$ cat src/rtl/clk_run_pkg.sv
package clk_run_pkg;
  typedef enum logic {
    MODE_MANUAL = 1'b0,
    MODE_AUTO   = 1'b1
  } run_mode_e;
endpackage

$ cat src/rtl/clk_run_debounce.sv
module clk_run_debounce #(
  parameter int DB_TICKS = 4
) (
  input  logic clk,
  input  logic rst_n,
  input  logic raw_in,
  output logic clean_out
);
  localparam int CW = $clog2(DB_TICKS + 1);

  logic [1:0]    sync_q;
  logic [CW-1:0] cnt_q, cnt_d;
  logic          out_q, out_d;

  always_comb begin
    cnt_d = '0;
    out_d = out_q;
    if (sync_q[1] != out_q) begin
      if (cnt_q == CW'(DB_TICKS - 1)) begin
        out_d = sync_q[1];
      end else begin
        cnt_d = cnt_q + 1'b1;
      end
    end
  end

  always_ff @(posedge clk or negedge rst_n) begin
    if (!rst_n) begin
      sync_q <= 2'b00;
      cnt_q  <= '0;
      out_q  <= 1'b0;
    end else begin
      sync_q <= {sync_q[0], raw_in};
      cnt_q  <= cnt_d;
      out_q  <= out_d;
    end
  end

  assign clean_out = out_q;
endmodule

$ cat src/rtl/clk_run_gate.sv
module clk_run_gate
  import clk_run_pkg::*;
(
  input  logic      clk,
  input  logic      rst_n,
  input  logic      osc_lvl,
  input  run_mode_e mode,
  input  logic      step_db,
  input  logic      halt_req,
  input  logic      irq_req,
  output logic      cpu_clk,
  output logic      clk_en,
  output logic      auto_on,
  output logic      bnd,
  output logic      halted,
  output logic      step_pend,
  output logic      osc_dly
);
  logic osc_q, osc_qq;
  logic btn_q;
  logic en_q, en_d;
  logic halt_q, halt_d;
  logic pend_q, pend_d;
  logic step_rel, auto_run;

  assign bnd      = osc_qq & ~osc_q;
  assign step_rel = btn_q & ~step_db;
  assign auto_run = (mode == MODE_AUTO) & ~(halt_q & ~irq_req);

  always_comb begin
    halt_d = halt_q;
    if (irq_req)       halt_d = 1'b0;
    else if (halt_req) halt_d = 1'b1;
    pend_d = step_rel | (pend_q & ~bnd);
    en_d   = en_q;
    if (bnd) en_d = auto_run | pend_q;
  end

  always_ff @(posedge clk or negedge rst_n) begin
    if (!rst_n) begin
      osc_q  <= 1'b1;
      osc_qq <= 1'b1;
      btn_q  <= 1'b0;
      en_q   <= 1'b0;
      halt_q <= 1'b0;
      pend_q <= 1'b0;
    end else begin
      osc_q  <= osc_lvl;
      osc_qq <= osc_q;
      btn_q  <= step_db;
      en_q   <= en_d;
      halt_q <= halt_d;
      pend_q <= pend_d;
    end
  end

  assign cpu_clk   = ~en_q | osc_qq;
  assign clk_en    = en_q;
  assign auto_on   = (mode == MODE_AUTO) & ~halt_q;
  assign halted    = halt_q;
  assign step_pend = pend_q;
  assign osc_dly   = osc_qq;
endmodule

$ cat src/rtl/clk_run_ctrl.sv
module clk_run_ctrl #(
  parameter int DB_TICKS = 16
) (
  input  logic clk,
  input  logic rst_n,
  input  logic osc_lvl,
  input  logic mode_sw,
  input  logic step_btn,
  input  logic halt_req,
  input  logic irq_req,
  output logic cpu_clk,
  output logic clk_en,
  output logic auto_on
);
  import clk_run_pkg::*;

  localparam int NDB = 2;

  logic [1:0]     rst_sync_q;
  logic           rst_int_n;
  logic [NDB-1:0] raw_v, db_v;
  logic           bnd, halted, step_pend, osc_dly;

  always_ff @(posedge clk or negedge rst_n) begin
    if (!rst_n) rst_sync_q <= 2'b00;
    else        rst_sync_q <= {rst_sync_q[0], 1'b1};
  end
  assign rst_int_n = rst_sync_q[1];

  assign raw_v = {step_btn, mode_sw};

  for (genvar gi = 0; gi < NDB; gi++) begin : g_db
    clk_run_debounce #(.DB_TICKS(DB_TICKS)) u_db (
      .clk      (clk),
      .rst_n    (rst_int_n),
      .raw_in   (raw_v[gi]),
      .clean_out(db_v[gi])
    );
  end

  clk_run_gate u_gate (
    .clk      (clk),
    .rst_n    (rst_int_n),
    .osc_lvl  (osc_lvl),
    .mode     (run_mode_e'(db_v[0])),
    .step_db  (db_v[1]),
    .halt_req (halt_req),
    .irq_req  (irq_req),
    .cpu_clk  (cpu_clk),
    .clk_en   (clk_en),
    .auto_on  (auto_on),
    .bnd      (bnd),
    .halted   (halted),
    .step_pend(step_pend),
    .osc_dly  (osc_dly)
  );
endmodule

$ cat config.mk
export PLATFORM = sky130hd
export DESIGN_NAME = clk_run_ctrl
export DESIGN_NICKNAME = d
export VERILOG_FILES = /design/src/rtl/clk_run_pkg.sv /design/src/rtl/clk_run_debounce.sv /design/src/rtl/clk_run_gate.sv /design/src/rtl/clk_run_ctrl.sv
export SDC_FILE = /design/constraint.sdc
export NUM_CORES = 1
export LEC_CHECK = 0
export ABC_AREA = 1
export BUFFER_PORTS_ARGS = -buffer_cell sky130_fd_sc_hd__buf_2
export CORE_ASPECT_RATIO = 1.2
export CORE_MARGIN = 4
export CORE_UTILIZATION = 58
export DETAILED_ROUTE_END_ITERATION = 7
export PLACE_DENSITY = 0.86
export SYNTH_ARGS = -nofsm -noshare
export SYNTH_HDL_FRONTEND = slang
export SYNTH_SLANG_ARGS = --single-unit
$ cat constraint.sdc
create_clock -name clk -period 1.82 [get_ports clk]
set_input_delay 0 -clock clk [delete_from_list [all_inputs] [get_ports clk]]
set_output_delay 0 -clock clk [all_outputs]
set_load 0.01 [all_outputs]
After elaboration in Yosys (flattened, before gate mapping)
Cells that the tools add are included.
{ "word_totals": {"register_bits": 24, "word_cells": 44, "output_inout_bits": 3} }
{ "op_classes": {"addsub": 2, "n_bitwise": 16, "reduce_logical": 3, "n_mux": 6, "eq_ne": 4} }
{ "op_table": {"columns": ["operator", "n"], "rows": [
  ["$mux W5", 4],
  ["$add A5 B1 Y5 const B", 2],
  ["$eq A5 B4 Y1 const B", 2],
  ["$not A1 Y1", 7],
  ["$and A1 B1 Y1", 6],
  ["$reduce_and A2 Y1", 2],
  ["$or A1 B1 Y1", 3],
  ["$mux W1", 2],
  ["$ne A1 B1 Y1", 2],
  ["$reduce_bool A2 Y1", 1]
]} }

Logic depth before layout (Yosys ltp)
{ "logic_depth": {"depth_word": 5, "depth_mapped": 5} }

Hierarchy
From an unflattened synthesis, not the netlist that was laid out.
{ "hier_totals": {"hier_cells": 97, "area_unflattened_um2": 928.4} }
{ "modules_own_cells": {"columns": ["module", "area_each_um2", "cells_per_inst", "n_inst"], "rows": [
  ["clk_run_debounce", 322.8, 35, 2],
  ["clk_run_gate", 229.0, 24, 1],
  ["clk_run_ctrl", 53.8, 3, 1]
]} }

Worst setup path before layout
No wires, ideal clock.
{ "synth_timing": {"path_type": "register to register", "start": "register g_db[1].u_db.cnt_q[0]", "end": "register g_db[1].u_db.out_q", "path_stages_with_launch": 6, "required_time_ps": 1704, "t_arrival_ps": 835, "setup_slack_ps": 869, "cell_sequence": "dfrtp_1 ha_1 nand3_1 nor2_1 nand2_1 nand2_1"} }
{ "synth_via": {"elab_chain_len": 2} }
{ "synth_lines": {"columns": ["item", "line", "rtl"], "rows": [
  ["start: declaration", "clk_run_debounce.sv:12", "logic [CW-1:0] cnt_q, cnt_d;"],
  ["start signal: assignment", "clk_run_debounce.sv:34", "cnt_q <= cnt_d;"],
  ["$eq A5 B4 Y1", "clk_run_debounce.sv:19", "if (cnt_q == CW'(DB_TICKS - 1)) begin"],
  ["$reduce_and A2 Y1 (no line)", null, null],
  ["end signal: assignment", "clk_run_debounce.sv:35", "out_q <= out_d;"],
  ["end: declaration", "clk_run_debounce.sv:13", "logic out_q, out_d;"]
]} }
No other way between the ends.
A chain may end at the register's enable or synchronous reset.

Worst setup path in the final report
{ "layout_timing": {"start": "input port halt_req", "end": "register u_gate.halt_q, in the netlist u_gate.halted"} }
{ "layout_via": {"elab_chain_len": 1} }
{ "layout_lines": {"columns": ["item", "line", "rtl"], "rows": [
  ["start: declaration", "clk_run_ctrl.sv:9", "input logic halt_req,"],
  ["$reduce_bool A2 Y1 (no line)", null, null],
  ["end signal: assignment", "clk_run_gate.sv:52", "halt_q <= halt_d;"],
  ["end: declaration", "clk_run_gate.sv:22", "logic halt_q, halt_d;"]
]} }
No other way between the ends.

==> flow_summary.html <==
<table>
<tr><th>Metric</th><th>Value</th></tr>
<tr><th colspan="2">GRT</th></tr>
<tr><td>Via count of the first global-routing pass</td><td>about 660</td></tr>
<tr><td>GRT Resource Usage Total</td><td>0.166</td></tr>
<tr><td>GRT overflow</td><td>0</td></tr>
<tr><td>Wire length of the first global-routing pass</td><td>~2.7 mm</td></tr>
<tr><td>Largest net degree at the start of global routing</td><td>23</td></tr>
<tr><td>Initial antenna violation count</td><td>0</td></tr>
<tr><th colspan="2">Drt</th></tr>
<tr><td>Routed WL</td><td>1.51 mm</td></tr>
<tr><td>DRT iter0 DRCs</td><td>6</td></tr>
<tr><td>Post-Route M1 WL</td><td>596 um</td></tr>
<tr><td>WL met2</td><td>800 um</td></tr>
<tr><td>Antenna Violating Nets Remaining</td><td>0</td></tr>
<tr><td>Via density per instance</td><td>4.95</td></tr>
<tr><td>DRC violation count after routing</td><td>0</td></tr>
<tr><td>Routed wire length per instance</td><td>11.2 um</td></tr>
<tr><td>Highest layer used for signal routing</td><td>met4</td></tr>
<tr><td>Wire length on met3</td><td>about 70 um</td></tr>
<tr><td>Count of TritonRoute iterations in the first routing pass</td><td>4</td></tr>
<tr><td>Total via count in the routed design</td><td>between 600 and 700</td></tr>
<tr><th colspan="2">Placement</th></tr>
<tr><td>Weighted congestion reported at the end of routability-driven placement</td><td>0.732</td></tr>
<tr><td>Placed cell count</td><td>123</td></tr>
<tr><td>Count of input and output buffers</td><td>9</td></tr>
<tr><td>Post-place setup slack</td><td>0.756 ns</td></tr>
<tr><td>Post-detail-place hpwl</td><td>approximately 1.1 mm</td></tr>
<tr><th colspan="2">Floorplan</th></tr>
<tr><td>Area of the core</td><td>approximately 1500 sq um</td></tr>
<tr><td>Die Outline Area</td><td>around 2300 sq um</td></tr>
<tr><td>Horiz. Die Dim</td><td>44.4 um</td></tr>
<tr><td>Die Y-Extent</td><td>around 52 um</td></tr>
<tr><td>Top-Level Pins</td><td>10</td></tr>
<tr><td>Floorplan row count</td><td>15</td></tr>
<tr><td>Initial core utilization</td><td>0.630</td></tr>
<tr><th colspan="2">Final layout</th></tr>
<tr><td>Net total in the final layout</td><td>between 100 and 150</td></tr>
<tr><td>Fillers</td><td>97</td></tr>
<tr><td># diodes</td><td>0</td></tr>
<tr><td>Ratio of cells with drive above 1 in the final layout</td><td>0.144</td></tr>
<tr><td>Fin util</td><td>0.760</td></tr>
<tr><td>Sequential Area</td><td>603 sq um</td></tr>
<tr><td>Area of the multi-input gates</td><td>263 sq um</td></tr>
<tr><td>Non-filler cells in the finished layout</td><td>135</td></tr>
<tr><td>Signed area change from the synthesized netlist to the final layout</td><td>20.6%</td></tr>
<tr><th colspan="2">Power and ir drop</th></tr>
<tr><td>Static leakage power</td><td>0.581 nW</td></tr>
<tr><td>VDD IR max</td><td>623 uV</td></tr>
<tr><td>Power density over the cells</td><td>829 nW/um^2</td></tr>
<tr><td>Total chip power</td><td>just over 0.0009 W</td></tr>
<tr><th colspan="2">Timing</th></tr>
<tr><td>Number of max-slew violations in the final report</td><td>0</td></tr>
<tr><td>Setup Total Neg Slack</td><td>0 ns</td></tr>
<tr><td>Number of hold violations in the final report</td><td>0</td></tr>
<tr><td>Period minus WS final</td><td>approximately 1.7 ns</td></tr>
<tr><td>Worst clock skew on the final layout</td><td>0.00149 ns</td></tr>
<tr><td>Worst Slack Setup Final</td><td>0.163 ns</td></tr>
<tr><td>Final period utilization</td><td>0.910</td></tr>
<tr><td>RSZ-0062 raised after global routing</td><td>no</td></tr>
<tr><td>Final setup violation count</td><td>0</td></tr>
<tr><td>Fmax</td><td>604 MHz</td></tr>
<tr><th colspan="2">Critical path</th></tr>
<tr><td>Largest fanout of any net on the critical path</td><td>1</td></tr>
<tr><td>Worst setup path class</td><td>input port to register</td></tr>
<tr><td>Category of the worst setup path launch point</td><td>input port</td></tr>
<tr><td>Critical path endpoint category</td><td>register</td></tr>
<tr><td>Required time of the worst setup path</td><td>2.02 ns</td></tr>
<tr><td>Data arrival at the endpoint of the critical path</td><td>1.85 ns</td></tr>
<tr><th colspan="2">Logic synthesis</th></tr>
<tr><td>Post-synthesis instance total</td><td>between 90 and 100</td></tr>
<tr><td>Synthesis-stage register bit count</td><td>24</td></tr>
<tr><td>Library cells used by synthesis</td><td>13</td></tr>
<tr><td>Post-synthesis cell area</td><td>922 sq um</td></tr>
<tr><td>Yosys synthesis warning count</td><td>0</td></tr>
<tr><td>Portion of the post-synthesis area used by sequential elements</td><td>0.654</td></tr>
<tr><td>Synth Net Count</td><td>about 110</td></tr>
<tr><td>Syn_area_per_cell</td><td>roughly 9.6 sq um</td></tr>
<tr><th colspan="2">Clock network</th></tr>
<tr><td>Number of buffers inserted to repair setup after CTS</td><td>0</td></tr>
<tr><td>Clk Tree Root Cell</td><td>sky130_fd_sc_hd__clkbuf_4</td></tr>
<tr><td>TritonCTS buffer count</td><td>3</td></tr>
<tr><td>Total of cells resized after clock tree synthesis</td><td>0</td></tr>
<tr><td>CTS max path bufs</td><td>2</td></tr>
<tr><td>Clock transition at the register clock pins on the worst setup and hold paths after CTS</td><td>0.12 ns</td></tr>
<tr><td>CTS HTree Levels</td><td>1</td></tr>
<tr><td>Worst skew pair latency</td><td>0.30 ns</td></tr>
<tr><td>Hold-fix buffers at CTS</td><td>8</td></tr>
<tr><td>TritonCTS clock tree</td><td>yes</td></tr>
<tr><td>Count of clock tree sinks</td><td>24</td></tr>
<tr><th colspan="2">Min path</th></tr>
<tr><td>Worst min-delay path category</td><td>input port to register</td></tr>
<tr><th colspan="2">Flow run</th></tr>
<tr><td>Max-capacitance violation count</td><td>0</td></tr>
<tr><th colspan="2">Outcome</th></tr>
<tr><td>Result of the run</td><td>completed</td></tr>
</table>
## final cells by class
type                       count  area share
inverter                      15      0.0506
timing repair buffer          18       0.119
tap                           17      0.0191
clock buffer                   4      0.0326
sequential                    24       0.542
multi-input combinational     57       0.236
## through the flow
step	area (sq um)	hold slack (ns)
final	1110	0.0558
after global routing	1110	0.0762
after CTS	1110	0.0535
after detailed placement	996	-0.213
after global placement	996	-0.215
after floorplan	922	-0.296
## state kept, by name, indices dropped and copies added (netlist names)
register             cells
u_gate.step_pend         1
u_gate.halted            1
u_gate.clk_en            1
g_db.u_db.sync_q         4
rst_sync_q               2
g_db.u_db.clean_out      2
u_gate.btn_q             1
g_db.u_db.cnt_q         10
u_gate.osc_q             1
u_gate.osc_dly           1
## placed cells by master, fill, tap and decap left out
cell type and count:
sky130_fd_sc_hd__a21oi_1 2, sky130_fd_sc_hd__buf_2 9, sky130_fd_sc_hd__buf_4 1, sky130_fd_sc_hd__clkbuf_4 3, sky130_fd_sc_hd__clkbuf_8 1, sky130_fd_sc_hd__conb_1 1, sky130_fd_sc_hd__dfrtp_1 22, sky130_fd_sc_hd__dfstp_2 2
sky130_fd_sc_hd__dlygate4sd3_1 8, sky130_fd_sc_hd__ha_1 2, sky130_fd_sc_hd__inv_1 15, sky130_fd_sc_hd__nand2_1 25, sky130_fd_sc_hd__nand3_1 4, sky130_fd_sc_hd__nand4_1 4, sky130_fd_sc_hd__nor2_1 15, sky130_fd_sc_hd__nor2_2 1
sky130_fd_sc_hd__o21ai_0 1, sky130_fd_sc_hd__xnor2_1 2
## synth_stat cells
master / count / area share
sky130_fd_sc_hd__a21oi_1: 2 / 0.011
sky130_fd_sc_hd__conb_1: 1 / 0.0041
sky130_fd_sc_hd__dfrtp_1: 22 / 0.60
sky130_fd_sc_hd__dfstp_2: 2 / 0.057
sky130_fd_sc_hd__ha_1: 2 / 0.027
sky130_fd_sc_hd__inv_1: 15 / 0.061
sky130_fd_sc_hd__nand2_1: 25 / 0.10
sky130_fd_sc_hd__nand3_1: 4 / 0.022
sky130_fd_sc_hd__nand4_1: 4 / 0.027
sky130_fd_sc_hd__nor2_1: 15 / 0.061
sky130_fd_sc_hd__nor2_2: 1 / 0.0068
sky130_fd_sc_hd__o21ai_0: 1 / 0.0054
sky130_fd_sc_hd__xnor2_1: 2 / 0.019
## routing by layer
layer | track usage | up-vias
met1 | 0.167 | 314
met4 | 0.111 | 0
met3 | 0.0415 | 4
li1 | - | 336
met5 | 0 | -
met2 | 0.294 | 14
## power by group
part	internal [W]	total [W]	switching [W]	leakage, nW
Combinational	0.0000377	0.0000772	0.0000395	0.254
Clock	0.000122	0.000267	0.000145	0.0210
Sequential	0.000560	0.000578	0.0000184	0.306
Total	0.000719	0.000922	0.000203	0.581
## path summary, 6_finish.rpt
| kind | startpoint | to | slack [ns] | cells after the start |
|---|---|---|---|---|
| max | halt_req | u_gate.halted | 0.16 | 6 |
| min | irq_req | u_gate.clk_en | 0.06 | 5 |
| max reg2reg | u_gate.halted | u_gate.halted | 0.63 | 3 |
| min reg2reg | rst_sync_q[1] | g_db[1].u_db.cnt_q[1] | 0.22 | 1 |
| max in group asynchronous | rst_n | rst_sync_q[1] | 1.15 | 3 |
| min in group asynchronous | rst_sync_q[1] | g_db[1].u_db.cnt_q[1] | 0.22 | 1 |
## cell families after synthesis
group	Yosys count	synth area share
adders and majority gates	2	0.0271
xor gates and xnor gates	2	0.0190
and+or+nand+nor	49	0.218
buffers and inverters	15	0.0611
other	1	0.00407
DFF	24	0.654
AOI/OAI and AO/OA	3	0.0163
## critical path, cell delays in order
cell and delay, ns:
sky130_fd_sc_hd__dlygate4sd3_1 0.54, sky130_fd_sc_hd__buf_2 0.12, sky130_fd_sc_hd__nand2_1 0.05, sky130_fd_sc_hd__dlygate4sd3_1 0.55, sky130_fd_sc_hd__nand2_1 0.05, sky130_fd_sc_hd__dlygate4sd3_1 0.55
Note: power is estimated with default switching activity, not from simulation.
